$ cat src/rtl/mexp_csr_pkg.sv
package mexp_csr_pkg;
  localparam int unsigned OFF_CTRL = 32'h000;
  localparam int unsigned OFF_CFG  = 32'h048;
  localparam int unsigned OFF_SRC  = 32'h04C;
  localparam int unsigned OFF_LEN  = 32'h050;
  localparam int unsigned OFF_BITS = 32'h058;
  localparam int unsigned OFF_IEN  = 32'h3F8;
  localparam int unsigned OFF_ISTS = 32'h3FC;

  localparam int unsigned FIELD_W = 16;
  localparam int unsigned EVT_N   = 2;   // index 0 = complete, 1 = ready
  localparam int unsigned EVT_LSB = 1;   // events occupy bits 2:1

  typedef struct packed {
    logic ctrl;
    logic cfg;
    logic src;
    logic len;
    logic bits;
    logic ien;
    logic ists;
    logic sram;
  } csr_sel_t;

  function automatic logic [31:0] pack_cfg(input logic [1:0] mode, input logic grant);
    logic [31:0] v;
    v = '0;
    v[5:4] = mode;
    v[8]   = grant;
    return v;
  endfunction

  function automatic logic [31:0] pack_evt(input logic [EVT_N-1:0] e);
    logic [31:0] v;
    v = '0;
    v[EVT_LSB +: EVT_N] = e;
    return v;
  endfunction
endpackage

$ cat src/rtl/mexp_csr_decode.sv
module mexp_csr_decode
  import mexp_csr_pkg::*;
#(
  parameter int unsigned ADDR_W = 13
) (
  input  logic [ADDR_W-1:0] addr,
  output csr_sel_t          sel
);
  localparam int unsigned OW = ADDR_W - 1;
  logic [OW-1:0] off;

  assign off = addr[OW-1:0];

  always_comb begin
    sel = '0;
    if (addr[ADDR_W-1]) begin
      sel.sram = 1'b1;
    end else begin
      sel.ctrl = (off == OW'(OFF_CTRL));
      sel.cfg  = (off == OW'(OFF_CFG));
      sel.src  = (off == OW'(OFF_SRC));
      sel.len  = (off == OW'(OFF_LEN));
      sel.bits = (off == OW'(OFF_BITS));
      sel.ien  = (off == OW'(OFF_IEN));
      sel.ists = (off == OW'(OFF_ISTS));
    end
  end
endmodule

$ cat src/rtl/mexp_csr_irq.sv
module mexp_csr_irq
  import mexp_csr_pkg::*;
(
  input  logic             clk,
  input  logic             rst_n,
  input  logic [EVT_N-1:0] evt_pulse,
  input  logic             en_we,
  input  logic             sts_we,
  input  logic [EVT_N-1:0] wdata_evt,
  output logic [EVT_N-1:0] en,
  output logic [EVT_N-1:0] sts,
  output logic             irq,
  output logic             all_set
);
  always_ff @(posedge clk) begin
    if (!rst_n)     en <= '0;
    else if (en_we) en <= wdata_evt;
  end

  for (genvar i = 0; i < EVT_N; i++) begin : g_evt
    always_ff @(posedge clk) begin
      if (!rst_n)                         sts[i] <= 1'b0;
      else if (evt_pulse[i])              sts[i] <= 1'b1;
      else if (sts_we && wdata_evt[i])    sts[i] <= 1'b0;
    end

    assert_set_wins_R6: assert property (@(posedge clk) disable iff (!rst_n)
      evt_pulse[i] |=> sts[i]);
    assert_w1c_R6: assert property (@(posedge clk) disable iff (!rst_n)
      (sts_we && wdata_evt[i] && !evt_pulse[i]) |=> !sts[i]);
  end

  assign irq     = |(sts & en);
  assign all_set = &sts;

  assert_irq_en_R7: assert property (@(posedge clk) disable iff (!rst_n)
    irq |-> (|en));
endmodule

$ cat src/rtl/mexp_csr_sram_arb.sv
module mexp_csr_sram_arb #(
  parameter int unsigned DATA_W = 32
) (
  input  logic              grant_req,
  input  logic              eng_busy,
  input  logic              win_rd,
  input  logic [DATA_W-1:0] sram_rdata,
  output logic              host_sel,
  output logic [DATA_W-1:0] win_data
);
  assign host_sel = grant_req && !eng_busy;
  assign win_data = (win_rd && host_sel) ? sram_rdata : '0;
endmodule

$ cat src/rtl/mexp_csr.sv
module mexp_csr
  import mexp_csr_pkg::*;
#(
  parameter int unsigned ADDR_W  = 13,
  parameter int unsigned SRAM_AW = 10
) (
  input  logic               clk,
  input  logic               rst_n,
  input  logic               bus_valid,
  input  logic               bus_we,
  input  logic [ADDR_W-1:0]  bus_addr,
  input  logic [31:0]        bus_wdata,
  output logic [31:0]        bus_rdata,
  input  logic               eng_busy,
  input  logic               eng_ready,
  input  logic               eng_done,
  output logic               eng_start,
  output logic               eng_use_dma,
  output logic [1:0]         eng_mode,
  output logic [31:0]        dma_src_addr,
  output logic [FIELD_W-1:0] dma_len,
  output logic [FIELD_W-1:0] exp_bits,
  output logic [FIELD_W-1:0] mod_bits,
  output logic               irq,
  output logic               op_done,
  output logic               sram_host_sel,
  output logic [SRAM_AW-1:0] sram_addr,
  input  logic [31:0]        sram_rdata
);
  localparam int unsigned WIN_BIT = ADDR_W - 1;

  csr_sel_t         sel;
  logic             wr, rd;
  logic             start_accept;
  logic             start_flag;
  logic             grant_req;
  logic [EVT_N-1:0] evt_en, evt_sts;
  logic [31:0]      win_data;
  logic [31:0]      reg_data;

  assign wr = bus_valid && bus_we;
  assign rd = bus_valid && !bus_we;

  mexp_csr_decode #(.ADDR_W(ADDR_W)) u_decode (
    .addr (bus_addr),
    .sel  (sel)
  );

  // launch accepted only with the engine idle
  assign start_accept = wr && sel.ctrl && bus_wdata[0] && !eng_busy;

  always_ff @(posedge clk) begin
    if (!rst_n) begin
      eng_start    <= 1'b0;
      start_flag   <= 1'b0;
      eng_use_dma  <= 1'b0;
      eng_mode     <= '0;
      grant_req    <= 1'b0;
      dma_src_addr <= '0;
      dma_len      <= '0;
      exp_bits     <= '0;
      mod_bits     <= '0;
    end else begin
      eng_start <= start_accept;
      if (wr && sel.ctrl) begin
        eng_use_dma <= bus_wdata[1];
        if (start_accept)      start_flag <= 1'b1;
        else if (!bus_wdata[0]) start_flag <= 1'b0;
      end
      if (wr && sel.cfg) begin
        eng_mode  <= bus_wdata[5:4];
        grant_req <= bus_wdata[8];
      end
      if (wr && sel.src)  dma_src_addr <= bus_wdata;
      if (wr && sel.len)  dma_len      <= bus_wdata[FIELD_W-1:0];
      if (wr && sel.bits) begin
        exp_bits <= bus_wdata[31:16];
        mod_bits <= bus_wdata[FIELD_W-1:0];
      end
    end
  end

  mexp_csr_irq u_irq (
    .clk       (clk),
    .rst_n     (rst_n),
    .evt_pulse ({eng_ready, eng_done}),
    .en_we     (wr && sel.ien),
    .sts_we    (wr && sel.ists),
    .wdata_evt (bus_wdata[EVT_LSB +: EVT_N]),
    .en        (evt_en),
    .sts       (evt_sts),
    .irq       (irq),
    .all_set   (op_done)
  );

  assign sram_addr = bus_addr[SRAM_AW+1:2];

  mexp_csr_sram_arb #(.DATA_W(32)) u_arb (
    .grant_req  (grant_req),
    .eng_busy   (eng_busy),
    .win_rd     (rd && sel.sram),
    .sram_rdata (sram_rdata),
    .host_sel   (sram_host_sel),
    .win_data   (win_data)
  );

  always_comb begin
    reg_data = '0;
    unique case (1'b1)
      sel.ctrl: reg_data = {30'd0, eng_use_dma, start_flag};
      sel.cfg:  reg_data = pack_cfg(eng_mode, grant_req);
      sel.src:  reg_data = dma_src_addr;
      sel.len:  reg_data = {16'd0, dma_len};
      sel.bits: reg_data = {exp_bits, mod_bits};
      sel.ien:  reg_data = pack_evt(evt_en);
      sel.ists: reg_data = pack_evt(evt_sts);
      sel.sram: reg_data = win_data;
      default:  reg_data = '0;
    endcase
  end

  assign bus_rdata = rd ? reg_data : '0;

  assert_start_idle_R4: assert property (@(posedge clk) disable iff (!rst_n)
    eng_start |-> $past(!eng_busy));
  assert_sram_hidden_R9: assert property (@(posedge clk) disable iff (!rst_n)
    (rd && bus_addr[WIN_BIT] && eng_busy) |-> (bus_rdata == '0));
endmodule

$ cat config.mk
export PLATFORM = sky130hd
export DESIGN_NAME = mexp_csr
export DESIGN_NICKNAME = d
export VERILOG_FILES = /design/src/rtl/mexp_csr_pkg.sv /design/src/rtl/mexp_csr_decode.sv /design/src/rtl/mexp_csr_irq.sv /design/src/rtl/mexp_csr_sram_arb.sv /design/src/rtl/mexp_csr.sv
export SDC_FILE = /design/constraint.sdc
export NUM_CORES = 1
export LEC_CHECK = 0
export BUFFER_PORTS_ARGS = -buffer_cell sky130_fd_sc_hd__buf_2
export CAP_MARGIN = 20
export CELL_PAD_IN_SITES_DETAIL_PLACEMENT = 1
export CELL_PAD_IN_SITES_GLOBAL_PLACEMENT = 1
export CORE_ASPECT_RATIO = 1.2
export CORE_MARGIN = 5
export CORE_UTILIZATION = 33
export DETAILED_ROUTE_END_ITERATION = 16
export PLACE_DENSITY = 0.92
export SLEW_MARGIN = 20
export SYNTH_ARGS = -nofsm -noshare
export SYNTH_HDL_FRONTEND = slang
export SYNTH_SLANG_ARGS = --single-unit
$ cat constraint.sdc
create_clock -name clk -period 3.45 [get_ports clk]
set_clock_uncertainty 0.05 [all_clocks]
set_input_delay 0.69 -clock clk [delete_from_list [all_inputs] [get_ports clk]]
set_output_delay 0.69 -clock clk [all_outputs]
set_load 0.02 [all_outputs]
======== After elaboration in Yosys (flattened, before gate mapping) ========
Index checks and enable logic that the tools add are counted.
word-level totals
  bits in registers ....................... 90
  latch bits .............................. 0
  memory bits (writable) .................. 0
  memory bits (read-only) ................. 0
  bits of input ports ..................... 84
  output and inout bits ................... 129
  logic and storage cells ................. 55
  memories ................................ 0
operators by class
  add/sub/neg operators ................... 0
  multipliers ............................. 0
  div/mod/pow operators ................... 0
  order comparisons ....................... 0
  eq/ne operators ......................... 7
  shift operators ......................... 0
  muxes and demuxes ....................... 11
  bitwise gates (word level) .............. 1
  reductions and logical operators ........ 24
operators with widths
  cell                                                                     number
  32-bit case mux with 8 select lines                                      1
  32-bit two-way mux                                                       2
  12-bit by 7-bit == test with 1-bit output, second input constant         4
  12-bit by 10-bit == test with 1-bit output, second input constant        2
  1-bit logical AND                                                        16
  12-bit zero test                                                         1
  1-bit two-way mux                                                        7
  7-bit two-way mux                                                        1
  2-bit AND reduction                                                      2
  2-bit nonzero test                                                       2
  2-bit AND                                                                1
  1-bit zero test                                                          2
  2-bit by 1-bit inequality test with 1-bit output, second input constant  1
  2-bit OR reduction                                                       1

======== Logic depth before layout (Yosys ltp) ========
Gate-level depths: netlist (run 1).
  word-level depth ........................ 7
  depth in mapped cells ................... 7
  mapped depth without buffers ............ 4

======== By module ========
A second synthesis (run 1) with hierarchy kept.
second synthesis, totals
  cell total of the unflattened synthesis .. 565
  area, all modules ....................... 4774.6 um^2
modules (own cells, without submodules)
  module             times used  cells each  area each (um^2)  seq. area each (um^2)
  mexp_csr           1           489         4095.2            1721.7
  mexp_csr_sram_arb  1           42          371.6             0.0
  mexp_csr_irq       1           16          157.7             80.1
  mexp_csr_decode    1           18          150.1             0.0

======== Worst setup path before layout (run 1) ========
OpenSTA, ideal clock, no wires.
  path type ............................... input to output
  start ................................... in bus_addr[5]
  end ..................................... out bus_rdata[24]
  arrival ................................. 2565 ps
  required time ........................... 2710 ps
  setup slack ............................. 145 ps
  stages .................................. 6
  buffers on the path ..................... 2
  cell sequence ........................... or4_4 buf_6 nor4_4 buf_6 a22oi_1 a21oi_1
between the ends
  cells in the longest elaborated chain, start to end .. 4
  elaborated cells on any way between the ends .. 10
  those cells by class .................... 6 x eq/ne; 3 x mux; 1 x reduce/logical
ends and longest elaborated chain
  what                                                                      line                   text
  start, declared                                                           mexp_csr.sv:11         input logic [ADDR_W-1:0] bus_addr,
  12-bit by 10-bit == test with 1-bit output, or another cell as far along  mexp_csr_decode.sv:25  sel.ists = (off == OW'(OFF_ISTS));
  7-bit two-way mux *                                                       mexp_csr_decode.sv:16  if (addr[ADDR_W-1]) begin
  32-bit case mux with 8 select lines *                                     mexp_csr.sv:109        unique case (1'b1)
  32-bit two-way mux *                                                      mexp_csr.sv:122        assign bus_rdata = rd ? reg_data : '0;
  end, declared                                                             mexp_csr.sv:13         output logic [31:0] bus_rdata,
Mark *: on every way between the ends. The rest lies on a longest branch, timed or not.

======== Final worst setup path (run 1) ========
  start ................................... in bus_addr[5]
  end ..................................... out bus_rdata[22]
Same word-level chain as after synthesis.

==> results, run 1 <==
- The mean cell area of the mapped netlist is slightly below 8 µm².
- Detailed routing inserted a total of approximately 5400 vias.
- The count of hold-fix buffers inserted at cts is 0.
- The ratio of routed vias to standard cells is about 5.7.
- The most common library cell in the layout ignoring fill and taps is sky130_fd_sc_hd__buf_2.
- Among all flip-flop cells after synthesis, the most frequent one is sky130_fd_sc_hd__dfxtp_1.
- The share of the yosys chip area belonging to registers is 0.389.
- The mapped netlist covers between 4000 and 5000 µm².
- In this run, synthesis inferred 0 flip-flops with an integrated enable.
- Summing all non-filler instances in the final layout gives an area of between 6000 and 7000 µm².
- Counting the fill cells in the layout gives between 1500 and 2000.
- For the pin with the worst max-slew slack, the measured transition is ~0.82 ns.
- Once routing completed, OpenROAD measured the worst setup slack at 0.0390 ns.
- The overall power after layout is roughly 2.3 mW.
- The relative max-transition margin is 0.449.
- The final number of max-transition violations is 0.
- Summed over all nets, the half-perimeter wirelength after detailed placement is between 10000 and 15000 µm.
- The congestion estimate from routability-driven global placement came to ~0.9.
- The clock net sink count is 90.
- The initial antenna violation count is 0.
- The height of the chip is 140 µm.
- Compared with the post-synthesis result, the final layout area differs by 33.9%.
- The CTS buffer count is 9.
- For this run, the number of Yosys warnings is 0.
- The first global-routing pass estimated approximately 30000 µm of wire.
- The number of different library cells used by synthesis comes to 45.
- STA classifies the critical path endpoint as an output pin.
- For this design the ratio of total power to cell area is 370 nW/µm².
- The total negative setup slack is 0 ns.
- The tool flagged a number of max-cap violations equal to 0.
- The CTS tree is built.
- In this run the static leakage power is about 2.5 nW.
- After clock tree synthesis, the clock-pin slew on the worst setup and hold paths is ~0.07 ns.
- The highest clock frequency the design can meet is around 0.3 GHz.
- ~210 I/O pins were placed.
- The worst ir drop on vdd is about 260 µV.
- The overall die width is around 120 µm.
- In the synthesized netlist the async set-or-reset flop fraction comes to 0.
- After the flow finishes, the layout carries non-filler instances totaling around 940.
- The initial utilization of the core area, before any placement, comes to 0.336.
- The number of nets in the synthesized netlist is 668.
- Setup repair after global routing could not meet its margin everywhere.
- The post-place instance area is roughly 5800 µm².
- After detailed routing, the number of remaining DRC violations is 0.
- By startpoint and endpoint, the worst setup path is classified as in -> out.
- In the layout the commonest cells are sky130_fd_sc_hd__buf_2, sky130_fd_sc_hd__a21oi_1, sky130_fd_sc_hd__dfxtp_1, sky130_fd_sc_hd__nand3_1, sky130_fd_sc_hd__o21ai_0.
- The number of global-route vias before repair came to 5595.
- The share of cells above drive strength 1 is 0.368.
- The first-pass iteration count of the detailed router is 5.
- The maximum count of clock buffers along a single path is 2.
- The remaining global-route overflow is 0.
- The floorplan has 47 rows.
- The final clock period utilization by the worst path is 0.989.
- In the final design database the tool counted 850 nets.
- Entering global routing, the biggest net connects between 50 and 60 pins.
- The later pin in the worst-skew pair is clocked with a latency of 0.32 ns.
- The cell count after synthesis came out at just under 600.
- Of all nets on the critical path, the largest fanout is 25.
- The required time of the critical path is roughly 2.7 ns.
- After detailed routing, the total wire length is about 19000 µm.
- The count of endpoints failing hold in the final timing report is 0.
- After the first detailed-routing iteration, the DRC count stood at just over 400.
- Port buffering added 212 buffers.
- The run finished with clean final reports.
- The remaining antenna violation count after routing is 0.
- At the worst endpoint, the arrival time is roughly 2.7 ns.
- The pre-CTS setup slack is 0.0187 ns.
- The die area is approximately 16000 µm².
- After detailed routing, the average wire length per cell comes to about 20 µm.
- The number of H-tree levels is 3.
- The path class of the tightest hold or removal check is reg -> reg.
- The core outline area is approximately 14000 µm².
- The number of cells after detailed placement is ~900.
- The worst setup path is launched from a primary input.
- The cell sitting at the root of the clock tree is a sky130_fd_sc_hd__clkbuf_16.
- The post-route core utilization is 0.450.
- Counting flops and latches in the post-synthesis netlist gives 90.
- The time the final worst path needs with I/O delays and setup is ~3.4 ns.
- Across every metal layer, demand over resource in global routing totals 0.219.
- The repair_antennas step left the layout with diodes totalling 0.
- Setup violations remaining at the end of the flow were counted as 0.
- On the final layout, the worst hold slack is between 0.4 and 0.5 ns.
## state kept, by name, summed over array words and instances, names as in the netlist, 2 cells and up
register      count
eng_mode          2
u_irq.en          2
dma_len          16
exp_bits         16
mod_bits         16
u_irq.sts         2
dma_src_addr     32
## power by group
| part | total (mW) | internal, mW | switching, mW |
|---|---|---|---|
| Sequential | 1.04 | 1.04 | 0.00116 |
| Combinational | 0.181 | 0.0619 | 0.119 |
| Clock | 1.07 | 0.656 | 0.417 |
| Total | 2.30 | 1.76 | 0.537 |
## path summary, 6_finish.rpt
check | start | to | slack [ns] | depth (start not counted)
setup / recovery | bus_addr[5] | bus_rdata[22] | 0.04 | 8
hold / removal | eng_mode[1] | eng_mode[1] | 0.44 | 2
setup reg to reg | u_irq.sts[0] | u_irq.sts[0] | 2.64 | 3
hold reg to reg | eng_mode[1] | eng_mode[1] | 0.44 | 2
## kinds of logic after synthesis
kind of cell           after synthesis  share of synthesized area
AND/OR/NAND/NOR                    159                      0.197
AO/OA/AOI/OAI                      257                      0.322
multiplexers                         3                    0.00730
flip-flops                          90                      0.389
buffers and inverters               75                     0.0841
## routing by layer
layer	GRT usage	vias up	part of all wire
met3	0.0394	28	0.056
li1	-	2544	-
met2	0.388	193	0.52
met1	0.266	2650	0.41
met5	0	-	0
met4	0.0749	0	0.022
## cells in the mapped netlist, types with 5 or more instances
master	n	share of area
sky130_fd_sc_hd__dfxtp_1	90	0.39
sky130_fd_sc_hd__buf_2	8	0.0087
sky130_fd_sc_hd__nor2_1	5	0.0041
sky130_fd_sc_hd__o21ai_0	68	0.074
sky130_fd_sc_hd__nor4_1	7	0.0095
sky130_fd_sc_hd__clkbuf_1	45	0.037
sky130_fd_sc_hd__a21oi_1	105	0.11
sky130_fd_sc_hd__a21oi_2	10	0.019
sky130_fd_sc_hd__nand3_1	86	0.093
sky130_fd_sc_hd__nand2_1	23	0.019
sky130_fd_sc_hd__buf_4	10	0.016
sky130_fd_sc_hd__buf_6	8	0.019
sky130_fd_sc_hd__a22oi_1	43	0.070
sky130_fd_sc_hd__o21ai_1	15	0.016
## worst max-delay path, cell delays in order
cell                        delay [ns]
sky130_fd_sc_hd__buf_2            0.12
sky130_fd_sc_hd__or4_4            0.64
sky130_fd_sc_hd__nor4_4           0.29
sky130_fd_sc_hd__buf_4            0.18
sky130_fd_sc_hd__clkbuf_16        0.21
sky130_fd_sc_hd__a22oi_1          0.12
sky130_fd_sc_hd__a21oi_1          0.21
sky130_fd_sc_hd__buf_2            0.20
## cell type report
class / count / area [µm²] / share of cell area
Multi-Input combinational cell: 419 / 2460 / 0.397
Sequential cell: 90 / 1800 / 0.291
Timing Repair Buffer: 242 / 1380 / 0.222
Clock buffer: 10 / 239 / 0.0386
Tap cell: 171 / 214 / 0.0345
Clock inverter: 6 / 90.1 / 0.0145
Inverter: 4 / 15.0 / 0.00242
## repair_timing
| item | 4_1_cts | 5_1_grt |
|---|---|---|
| setup buffers | 0 | 2 |
| setup endpoints to repair | 0 | 10 |
| resized for setup | 0 | 4 |
| hold endpoints to repair | 0 | 0 |
Power figures use the tool's default switching activity.
==> run 2: changes to the inputs <==
BUFFER_PORTS_ARGS = -buffer_cell sky130_fd_sc_hd__buf_4   (was -buffer_cell sky130_fd_sc_hd__buf_2)
==> run 2 against run 1 <==
Effect of this change:
- sequential power about the same
- largest cell class unchanged
- setup slack gained 0.062 ns
- global-route usage rose by 0.33 points
- cell count decreased by 0.21%
- wire length rose by 1.3%
- clock power rose by 12%
- fmax grew 1.8%
- critical path depth unchanged
- total power rose by 6.9%
==> results, run 2 (synthesis gave the netlist of run 1 again) <==
- The flow ran to the end, and the final reports show no timing, DRC or antenna violations.
- TritonCTS built the clock tree.
- The remaining global-route overflow is 0.
- For this block, the routed nets add up to ~19000 µm of wire.
- The CTS buffer count is 9.
- The initial antenna violation count is 0.
- Dividing the detail-routed via count by the number of cells gives approximately 5.8.
- The path class of the tightest hold or removal check is reg -> reg.
- The count of fill cells added during filler insertion is 1703.
- The tree is rooted in a sky130_fd_sc_hd__clkbuf_16.
- For this run, the top clock speed supported by timing is ~0.3 GHz.
- The kind of start point of the critical path is a primary input.
- From synthesis to final layout, the design area changed by 46.0%.
- The congestion estimate from routability-driven global placement came to around 0.87.
- The type of the worst setup path is in -> out.
- In this run the worst path has a maximum fanout of 26.
- The via count is 5413.
- The number of H-tree levels is 3.
- The wire length of the first global-routing pass is between 30000 and 40000 µm.
- For this run, the detailed router's first-pass iteration total came to 4.
- The clock net sink count is 90.
- STA puts the critical path data required time at 2.71 ns.
- The total negative setup slack is 0 ns.
- The post-route core utilization is 0.491.
- The top-level port count is around 210.
- Counting flops per register, the top entry is dma_src_addr.
- The pin count of the biggest net entering global routing is 48.
- In this run, the number of DRC markers left after iteration 0 of detailed routing was 327.
- In this run the tightest slew margin relative to its limit is 0.465.
- Leaving out fill and tap cells, the most frequent cells in the layout are sky130_fd_sc_hd__buf_4, sky130_fd_sc_hd__a21oi_1, sky130_fd_sc_hd__dfxtp_1, sky130_fd_sc_hd__nand3_1, sky130_fd_sc_hd__o21ai_0.
- The core region is around 14000 µm².
- The count of hold-fix buffers inserted at cts is 0.
- Input and output buffers added on the ports amount to around 210.
- The final clock period utilization by the worst path is 0.971.
- The overall routing resource usage is 0.223.
- The post-detailed-route wirelength per cell is 20.7 µm.
- The placed instances occupy a cell area of approximately 6400 µm².
- The library cell used most frequently in the layout, excluding fill and tap cells, is sky130_fd_sc_hd__buf_4.
- The die covers between 15000 and 20000 µm².
- The final number of max-transition violations is 0.
- The time the final worst path needs with I/O delays and setup is ~3.3 ns.
- The tool flagged a number of max-cap violations equal to 0.
- Setup violations remaining at the end of the flow were counted as 0.
- The initial core utilization is 0.336.
- Setup repair after global routing left no endpoint under its margin.
- Summing all multi-input logic gate instances after layout gives roughly 2500 µm².
- The slew at the pin closest to its max-slew limit is 0.803 ns.
- The power density over the cells is roughly 360 nW/µm².
- The sequential cell area in the final layout is around 1800 µm².
- The clock transition at the registers of the reported paths is ~0.070 ns.
- In the final layout, the share of cells above drive strength 1 is 0.367.
- At the later pin of the worst-skew pair, clock insertion delay measures 0.33 ns.
- After routing the design area is about 6800 µm².
- The number of global-route vias before repair is about 5600.
- The endpoint type of the worst setup path is an output pin.
- The analysis attributes to cell leakage a power of 2.53 nW.
- The maximum count of clock buffers along a single path is 2.
- The DRC violations left is 0.
- The register with the most flip-flops in the layout has 32 of them.
- The floorplan step set the die width to between 100 and 150 µm.
- The wire-length estimate of the detail-placed layout is around 14000 µm.
- The count of endpoints failing hold in the final timing report is 0.
- The remaining antenna violation count after routing is 0.
- The arrival time of data at the critical path endpoint is between 2 and 3 ns.
- IR analysis of the VDD net gives a maximum drop of roughly 240 µV.
- In the final design database the tool counted about 850 nets.
- 0 antenna diodes ended up in the layout.
- The site row count is 47.
- The die is 140 µm tall.
## run 2: stage by stage
step | power [mW] | hold WS, ns | worst slack [ns] | cells
after floorplan | 1.15 | 0.392 | 0.145 | 584
after global placement | 1.27 | 0.420 | 0.153 | 921
after detailed placement | 1.27 | 0.428 | 0.100 | 921
after CTS | 2.47 | 0.439 | 0.0896 | 937
after global routing | 2.53 | 0.470 | 0.00226 | 940
final | 2.45 | 0.437 | 0.101 | 940
## run 2: critical path: stages
cell	delay (ns)
sky130_fd_sc_hd__buf_4	0.13
sky130_fd_sc_hd__or4_4	0.61
sky130_fd_sc_hd__nor4_4	0.33
sky130_fd_sc_hd__buf_4	0.21
sky130_fd_sc_hd__buf_12	0.18
sky130_fd_sc_hd__a22oi_1	0.12
sky130_fd_sc_hd__a21oi_1	0.17
sky130_fd_sc_hd__buf_4	0.16
## run 2: metal layers
metal  GRT usage  vias to the layer above  part of all wire
met5           0                        -                 0
met4      0.0809                        0             0.024
met3      0.0426                       31             0.051
met2       0.393                      182              0.52
met1       0.267                     2661              0.41
li1            -                     2539                 -
## run 2: path summary, 6_finish.rpt
| check | startpoint | end | slack [ns] | depth (start not counted) |
|---|---|---|---|---|
| setup / recovery | bus_addr[8] | bus_rdata[7] | 0.10 | 8 |
| hold reg to reg | grant_req | grant_req | 0.44 | 2 |
| setup reg to reg | u_irq.sts[0] | u_irq.sts[0] | 2.64 | 3 |
| hold / removal | grant_req | grant_req | 0.44 | 2 |
## run 2: layout make-up
class,count,share of cell area
clock inverter,5,0.0185
clock buffer,11,0.0359
multi-input combinational,419,0.365
sequential,90,0.267
timing repair buffer,240,0.280
inverter,4,0.00222
tap,171,0.0317
## run 2: report_power, final
part           total [mW]  internal (mW)  switching [mW]
Sequential           1.04           1.04         0.00109
Clock                1.20          0.801           0.404
Combinational       0.209         0.0895           0.119
## run 2: timing repair
item,in CTS,in global routing
endpoints found under the setup margin,0,2
gates resized for setup,0,3
buffers inserted,0,3
